$ cat config.mk
export PLATFORM = sky130hd
export DESIGN_NAME = irq_coalesce
export DESIGN_NICKNAME = d
export VERILOG_FILES = /design/src/rtl/irq_coalesce_pkg.sv /design/src/rtl/irq_rst_sync.sv /design/src/rtl/irq_frame_counter.sv /design/src/rtl/irq_delay_timer.sv /design/src/rtl/irq_coalesce.sv
export SDC_FILE = /design/constraint.sdc
export NUM_CORES = 1
export LEC_CHECK = 0
export ABC_AREA = 1
export CORE_MARGIN = 1.5
export CORE_UTILIZATION = 45
export CTS_CLUSTER_DIAMETER = 200
export DETAILED_ROUTE_END_ITERATION = 12
export PLACE_DENSITY = 0.82
export SLEW_MARGIN = 25
export SYNTH_ARGS = -nofsm -noshare
export SYNTH_HDL_FRONTEND = slang
export SYNTH_HIERARCHICAL = 1
export SYNTH_SLANG_ARGS = --single-unit
$ cat constraint.sdc
create_clock -name clk -period 1.1 [get_ports clk]
set_clock_uncertainty 0.1 [all_clocks]
set_input_delay 0.22 -clock clk [delete_from_list [all_inputs] [get_ports clk]]
set_output_delay 0.22 -clock clk [all_outputs]
set_load 0.05 [all_outputs]
$ cat src/rtl/irq_coalesce_pkg.sv
package irq_coalesce_pkg;
  localparam int DEF_CNT_W      = 8;
  localparam int DEF_TMR_W      = 8;
  localparam int DEF_RST_THRESH = 1;
  localparam int DEF_SYNC_STG   = 2;

  // Events that steer the frame counter in one cycle
  typedef struct packed {
    logic done;
    logic reload;
  } cnt_evt_t;
endpackage

$ cat src/rtl/irq_rst_sync.sv
module irq_rst_sync #(
  parameter int STAGES = 2
) (
  input  logic clk,
  input  logic rst_n,
  output logic rst_n_sync
);
  generate
    if (STAGES <= 1) begin : g_single
      logic sr_q;
      always_ff @(posedge clk or negedge rst_n) begin
        if (!rst_n) sr_q <= 1'b0;
        else        sr_q <= 1'b1;
      end
      assign rst_n_sync = sr_q;
    end else begin : g_chain
      logic [STAGES-1:0] sr_q;
      always_ff @(posedge clk or negedge rst_n) begin
        if (!rst_n) sr_q <= '0;
        else        sr_q <= {sr_q[STAGES-2:0], 1'b1};
      end
      assign rst_n_sync = sr_q[STAGES-1];
    end
  endgenerate
endmodule

$ cat src/rtl/irq_frame_counter.sv
module irq_frame_counter
  import irq_coalesce_pkg::*;
#(
  parameter int CNT_W   = DEF_CNT_W,
  parameter int RST_VAL = DEF_RST_THRESH
) (
  input  logic             clk,
  input  logic             rst_n,
  input  cnt_evt_t         evt,
  input  logic [CNT_W-1:0] thresh,
  output logic [CNT_W-1:0] cnt,
  output logic             hit
);
  localparam logic [CNT_W-1:0] ONE   = CNT_W'(1);
  localparam logic [CNT_W-1:0] RST_V = CNT_W'(RST_VAL);

  logic [CNT_W-1:0] cnt_q, cnt_d;
  logic             hit_q, hit_d;
  logic             cnt_en;

  always_comb begin
    cnt_d = cnt_q;
    hit_d = 1'b0;
    if (evt.done) begin
      if (cnt_q == ONE) begin
        hit_d = 1'b1;
        cnt_d = thresh;
      end else begin
        cnt_d = cnt_q - ONE;   // 0 wraps to all ones: threshold 0 acts as 2**CNT_W
      end
    end
    if (evt.reload) cnt_d = thresh;
  end

  assign cnt_en = evt.done | evt.reload;

  always_ff @(posedge clk or negedge rst_n) begin
    if (!rst_n) begin
      cnt_q <= RST_V;
      hit_q <= 1'b0;
    end else begin
      if (cnt_en) cnt_q <= cnt_d;
      hit_q <= hit_d;
    end
  end

  assign cnt = cnt_q;
  assign hit = hit_q;

  AST_HIT_NEEDS_FRAME: assert property (@(posedge clk) disable iff (!rst_n)
    hit_q |-> $past(evt.done));
  AST_CNT_HOLDS_IDLE: assert property (@(posedge clk) disable iff (!rst_n)
    (!evt.done && !evt.reload) |=> $stable(cnt_q));
  AST_RELOAD_LOADS_THRESH: assert property (@(posedge clk) disable iff (!rst_n)
    evt.reload |=> (cnt_q == $past(thresh)));
endmodule

$ cat src/rtl/irq_delay_timer.sv
module irq_delay_timer
  import irq_coalesce_pkg::*;
#(
  parameter int TMR_W = DEF_TMR_W
) (
  input  logic             clk,
  input  logic             rst_n,
  input  logic             frame_done,
  input  logic [TMR_W-1:0] delay,
  input  logic             tick,
  output logic [TMR_W-1:0] tmr,
  output logic             expire,
  output logic             fire
);
  localparam logic [TMR_W-1:0] ONE = TMR_W'(1);

  logic [TMR_W-1:0] tmr_q, tmr_d;
  logic             run_q, run_d;
  logic             fire_q;
  logic             restart, step, tmr_en;

  assign restart = frame_done && (delay != '0);
  assign step    = run_q && tick;
  assign expire  = !restart && step && (tmr_q == ONE);
  assign tmr_en  = restart | step;

  always_comb begin
    tmr_d = tmr_q;
    run_d = run_q;
    if (restart) begin
      tmr_d = delay;
      run_d = 1'b1;
    end else if (step) begin
      tmr_d = tmr_q - ONE;
      if (tmr_q == ONE) run_d = 1'b0;
    end
  end

  always_ff @(posedge clk or negedge rst_n) begin
    if (!rst_n) begin
      tmr_q  <= '0;
      run_q  <= 1'b0;
      fire_q <= 1'b0;
    end else begin
      if (tmr_en) begin
        tmr_q <= tmr_d;
        run_q <= run_d;
      end
      fire_q <= expire;
    end
  end

  assign tmr  = tmr_q;
  assign fire = fire_q;

  AST_FIRE_SINGLE: assert property (@(posedge clk) disable iff (!rst_n)
    fire_q |=> !fire_q);
  AST_FIRE_AT_ZERO: assert property (@(posedge clk) disable iff (!rst_n)
    fire_q |-> (tmr_q == '0));
  AST_STOPPED_HOLDS: assert property (@(posedge clk) disable iff (!rst_n)
    (!run_q && !frame_done) |=> $stable(tmr_q));
  AST_RESTART_LOADS: assert property (@(posedge clk) disable iff (!rst_n)
    (frame_done && delay != '0) |=> (tmr_q == $past(delay)));
endmodule

$ cat src/rtl/irq_coalesce.sv
module irq_coalesce
  import irq_coalesce_pkg::*;
#(
  parameter int CNT_W      = DEF_CNT_W,
  parameter int TMR_W      = DEF_TMR_W,
  parameter int RST_THRESH = DEF_RST_THRESH,
  parameter int SYNC_STG   = DEF_SYNC_STG
) (
  input  logic             clk,
  input  logic             rst_n,
  input  logic             frame_done,
  input  logic [CNT_W-1:0] cfg_thresh,
  input  logic [TMR_W-1:0] cfg_delay,
  input  logic             ctrl_wr,
  input  logic             tick_en,
  output logic             ioc_set,
  output logic             dly_set,
  output logic [CNT_W-1:0] cnt_val,
  output logic [TMR_W-1:0] tmr_val
);
  logic     rst_n_i;
  logic     tmr_expire;
  cnt_evt_t cnt_evt;

  irq_rst_sync #(.STAGES(SYNC_STG)) u_rst (
    .clk        (clk),
    .rst_n      (rst_n),
    .rst_n_sync (rst_n_i)
  );

  irq_delay_timer #(.TMR_W(TMR_W)) u_tmr (
    .clk        (clk),
    .rst_n      (rst_n_i),
    .frame_done (frame_done),
    .delay      (cfg_delay),
    .tick       (tick_en),
    .tmr        (tmr_val),
    .expire     (tmr_expire),
    .fire       (dly_set)
  );

  assign cnt_evt.done   = frame_done;
  assign cnt_evt.reload = ctrl_wr | tmr_expire;

  irq_frame_counter #(.CNT_W(CNT_W), .RST_VAL(RST_THRESH)) u_cnt (
    .clk    (clk),
    .rst_n  (rst_n_i),
    .evt    (cnt_evt),
    .thresh (cfg_thresh),
    .cnt    (cnt_val),
    .hit    (ioc_set)
  );

  AST_EXPIRY_RELOADS_CNT: assert property (@(posedge clk) disable iff (!rst_n_i)
    dly_set |-> (cnt_val == $past(cfg_thresh)));
  AST_RESTART_BLOCKS_FIRE: assert property (@(posedge clk) disable iff (!rst_n_i)
    (frame_done && cfg_delay != '0) |=> !dly_set);
endmodule

==> summary.txt, run 1 <==
Outcome
  – Outcome: aborted with a tool error
  – Failed at: global routing
  – Error: [ERROR DPL-0033] detailed placement checks failed during check placement.

Logic synthesis
  – #FFs+latches synth: 21
  – Synthesized area per cell: 7.46 µm²
  – Post-synth top area cell: dfrtp_1
  – Post-synthesis sequential area ratio: 37.2%
  – Synth top area share: 35.3%
  – Unique masters post-synth: 24
  – Synth Instances: 190
  – Ys Warns: 6
  – Post-synthesis cell area: 0.00142 mm²
  – Ranking of synthesized cells by area: dfrtp_1, nand3_1, nand2_1
  – Mapped Nets: 215

Placement
  – GP Congestion: 0.896
  – Post-DP HPWL: 3140 µm
  – PortBufs: 38

CTS
  – H-tree levels: 1
  – Clock Path Buffers: 2
  – CTS root buffer: clkbuf_4
  – CTS Buf Count: 3
  – CTS sink cnt: 21

STA
  – Worst endpoint type: register data pin
  – GRT worst endpoint: u_cnt/cnt[6]$_DFFE_PN0P_/D

Die
  – Top-Level Pins: 39
  – Cell row count: 20
  – Die X: 59.1 µm
  – Starting density of the core: 46.8%
  – Die H: between 50 and 60 µm

Global routing
  – Largest net degree at the start of global routing: 14
  – Initial antenna violation count: 0
## kinds of logic after synthesis
group	count (synthesis)	share of synthesized area [%]
DFF	21	37.2
other	1	0.265
buffers and inverters	32	9.53
xor gates and xnor gates	6	3.71
adders and majority gates	4	3.53
AOI/OAI and AO/OA	5	3.00
and+or+nand+nor	121	42.8
## synthesized netlist by cell type (all sizes together)
cell type and n:
a21oi 2, buf 2, conb 1, dfrtp 20
dfstp 1, ha 4, inv 30, nand2 54
nand3 40, nand3b 1, nand4 4, nor2 21
nor3b 1, o21ai 2, o21bai 1, xnor2 2
xor2 4
## through the flow
step | hold WS, ps | cells | util [%] | setup slack, ps | cell area (µm²)
2_1_floorplan | -176 | 190 | - | -635 | 1480
3_3_place_gp | 13.1 | 308 | 77.9 | -929 | 2360
3_5_place_dp | 14.7 | 308 | 77.9 | -964 | 2360
4_1_cts | 28.8 | 329 | 88.8 | -644 | 2690
## repair_timing
action | 4_1_cts
endpoints found under the hold margin | 2
hold buffers | 1
resized for setup | 79
cloned | 1
setup buffers | 17
pin swaps | 14
endpoints found under the setup margin | 37
==> inputs of run 2 (changes only) <==
CORE_UTILIZATION = 30   (was 45)
CTS_CLUSTER_DIAMETER = unset   (was 200)
PLACE_DENSITY = unset   (was 0.82)
PLACE_DENSITY_LB_ADDON = 0.15   (was unset)
==> run 2 against run 1 <==
  * The flow now finishes, with violations (negative setup slack)
  * Area after synthesis did not move
  * Synthesized cell count did not move
==> summary.txt, run 2 <==
Outcome
  – Outcome: finished, violations left
  – Violated checks: negative setup slack

Logic synthesis
  – #FFs+latches synth: 21 (unchanged)
  – Ranking of synthesized cells by area: dfrtp_1, nand3_1, nand2_1
  – Mapped Nets: 215 (unchanged)
  – Synth Instances: 190 (unchanged)
  – Post-synthesis sequential area ratio: 37.2% (unchanged)
  – Ys Warns: 6 (unchanged)
  – Post-synth top area cell: dfrtp_1
  – Synthesized area per cell: 7.46 µm² (unchanged)
  – Synth async-reset ratio: 100% (unchanged)
  – Synth top area share: 35.3% (unchanged)
  – EDFF count, synth: 0 (unchanged)
  – Post-synth top cells: nand2_1, nand3_1, inv_1
  – Count leader, synth: nand2_1
  – Top_reg_cell synth: dfrtp_1
  – Post-synthesis cell area: 0.00142 mm² (unchanged)
  – Unique masters post-synth: 24 (unchanged)

Die
  – Die X: 71.7 µm (+21%)
  – Die H: 71.7 µm (+21%)
  – Die area: approximately 0.0051 mm²
  – Core Region: 0.00444 mm²
  – Cell row count: 24 (+20%)
  – Starting density of the core: 31.9% (-15 points)
  – Top-Level Pins: 39 (unchanged)

CTS
  – CTS tree: yes
  – H-tree levels: 1 (unchanged)
  – CTS Buf Count: 3 (unchanged)
  – Clock Path Buffers: 2 (unchanged)
  – Clk_lat worst skew: 270 ps
  – Hold-fix buffers, CTS: 0 (-1)
  – CTS root buffer: clkbuf_8
  – Reg clk slew, reported paths: ~90 ps
  – CTS sink cnt: 21 (unchanged)

Worst setup path
  – Crit. path cell count: 13
  – Top cell by count, worst path: inv_2
  – Critical path launch point: u_tmr/tmr[1]
  – Setup crit end kind: register
  – R2R depth: 13
  – Max incr delay on CP: 420 ps
  – Register-to-register setup slack: -560 ps
  – Worst path arrival time: 1710 ps
  – WS Path Type: register to register
  – Critical Path Fanout Max: 7
  – Worst path cell trace: inv_2 > ha_4 > nand3_4 > nor2_4 > nand3_2 > inv_2 > inv_2 > nand2_4 > inv_2 > o21ai_4 > nand2_1 > nand3_1 > nand2_1
  – Critical Path Slowest Stage Cell: dfrtp_2
  – Critical Path Start Type: register
  – Top delay family on crit path: simple AND/OR/NAND/NOR gates
  – Req. time, crit path: roughly 1200 ps
  – RR Startpoint: u_tmr/tmr[1]
  – CP bufs+invs: 4

Layout
  – Area Growth Syn to Fin: 92.6%
  – Core Util, Final: 61.4%
  – Antenna cells: 0
  – Total Nets Final: 314
  – Most frequent cells in the layout: nand2_1, buf_4, nand3_1
  – Share of layout cells above drive strength 1: around 50%
  – Finished layout cell area: 0.00273 mm²
  – Most common cell after layout, fill and taps aside: nand2_1

STA
  – Slew Viols, Final: 0
  – Period minus WS final: 1660 ps
  – Unrepaired setup endpoints after global routing: true
  – Post-layout worst setup margin: -555 ps
  – Fin crit share: 150%
  – Max Fclk: between 600 and 700 MHz
  – Setup Total Neg Slack: -10,310 ps
  – Fin. Hold Viols: 0
  – Setup Viol. Count Final: 36
  – WHS: 9.66 ps

Power
  – Max IR drop VDD: 785 µV
  – Pwr dens: between 1000 and 1500 mW/mm²
  – P_leak: 1.33 nW

Placement
  – PortBufs: 38 (unchanged)
  – GP Congestion: 0.817 (-8.8%)
  – Post-DP HPWL: 3110 µm (-0.73%)
  – Pre-CTS WS: -911 ps (+53.3 ps)
  – Placed inst area: 0.00241 mm² (+2.0%)

Run
  – Max_cap viols: 0

Detailed routing
  – First DRT Iteration DRCs: 115
  – DRC: 0
  – Total length of routed wires: between 4000 and 5000 µm
  – Final antenna-violating net count: 0
  – Vias: 1,559
  – Vias per inst: 4.59
  – Post-DR wirelength/cell: 12.8 µm
  – DR pass1 iterations: 6

Global routing
  – Initial antenna violation count: 0
  – Vias in the first global route: 1,527
  – First-pass GRT wire length: around 7200 µm
  – All-layer global routing usage: 18.0%
  – GRT overflow: 0
  – Largest net degree at the start of global routing: 20

Worst hold path
  – Hold WC Path Type: input port to async pin
run 2: cells by family after synthesis:
family,count (synthesis),share of synthesized area (%)
other,1,0.265
XOR/XNOR,6,3.71
buffers and inverters,32,9.53
flip-flops,21,37.2
AND/OR/NAND/NOR,121,42.8
AO/OA/AOI/OAI,5,3.00
adder cells (fa/ha/maj),4,3.53
run 2: worst paths after layout:
kind                                    endpoint
setup / recovery                    u_cnt/cnt[2]
hold / removal             u_rst/g_chain.sr_q[0]
setup reg to reg                    u_cnt/cnt[2]
hold reg to reg                     u_cnt/cnt[7]
max in group asynchronous           u_cnt/cnt[0]
min in group clk                    u_tmr/tmr[7]
run 2: power by group:
part | internal, mW | switching, mW | total (mW)
Sequential | 0.877 | 0.0885 | 0.966
Combinational | 0.917 | 0.899 | 1.82
Clock | 0.253 | 0.278 | 0.531
run 2: final cells by class:
| class | count | area [µm²] |
|---|---|---|
| Clock buffer | 3 | 41.3 |
| Timing Repair Buffer | 96 | 1070 |
| Multi-Input combinational cell | 137 | 885 |
| Clock inverter | 1 | 5.00 |
| Sequential cell | 21 | 546 |
| Inverter | 30 | 115 |
| Tap cell | 52 | 65.1 |
| Fill cell | 381 | 1710 |
run 2: worst register-to-register path: cells and delay by family (launching register included):
kind            cells  cell delay [ps]
buf+inv             4              230
simple gates        7              570
fa+ha+maj           1              140
compound gates      1               90
flops               1              420
run 2: what timing repair did:
action                                  4_1_cts  5_1_grt
pin swaps                                    16       15
gates resized for setup                      53       19
endpoints found under the setup margin       37       37
gates cloned                                  1        0
buffers inserted                             12        5
run 2: through the flow:
step / cells / total power, mW
after floorplan: 190 / 1.73
after global placement: 321 / 2.58
after detailed placement: 321 / 2.59
after CTS: 337 / 3.29
after global routing: 340 / 3.50
final: 340 / 3.31
run 2: routing by layer:
layer / GRT usage, % / up-vias / share of wire, %
met4: 3.77 / 0 / 0.80
met1: 24.5 / 729 / 47
li1: - / 793 / -
met5: 0 / - / 0
met3: 3.66 / 2 / 3.7
met2: 29.5 / 35 / 49
(Power assumes the default switching activity.)
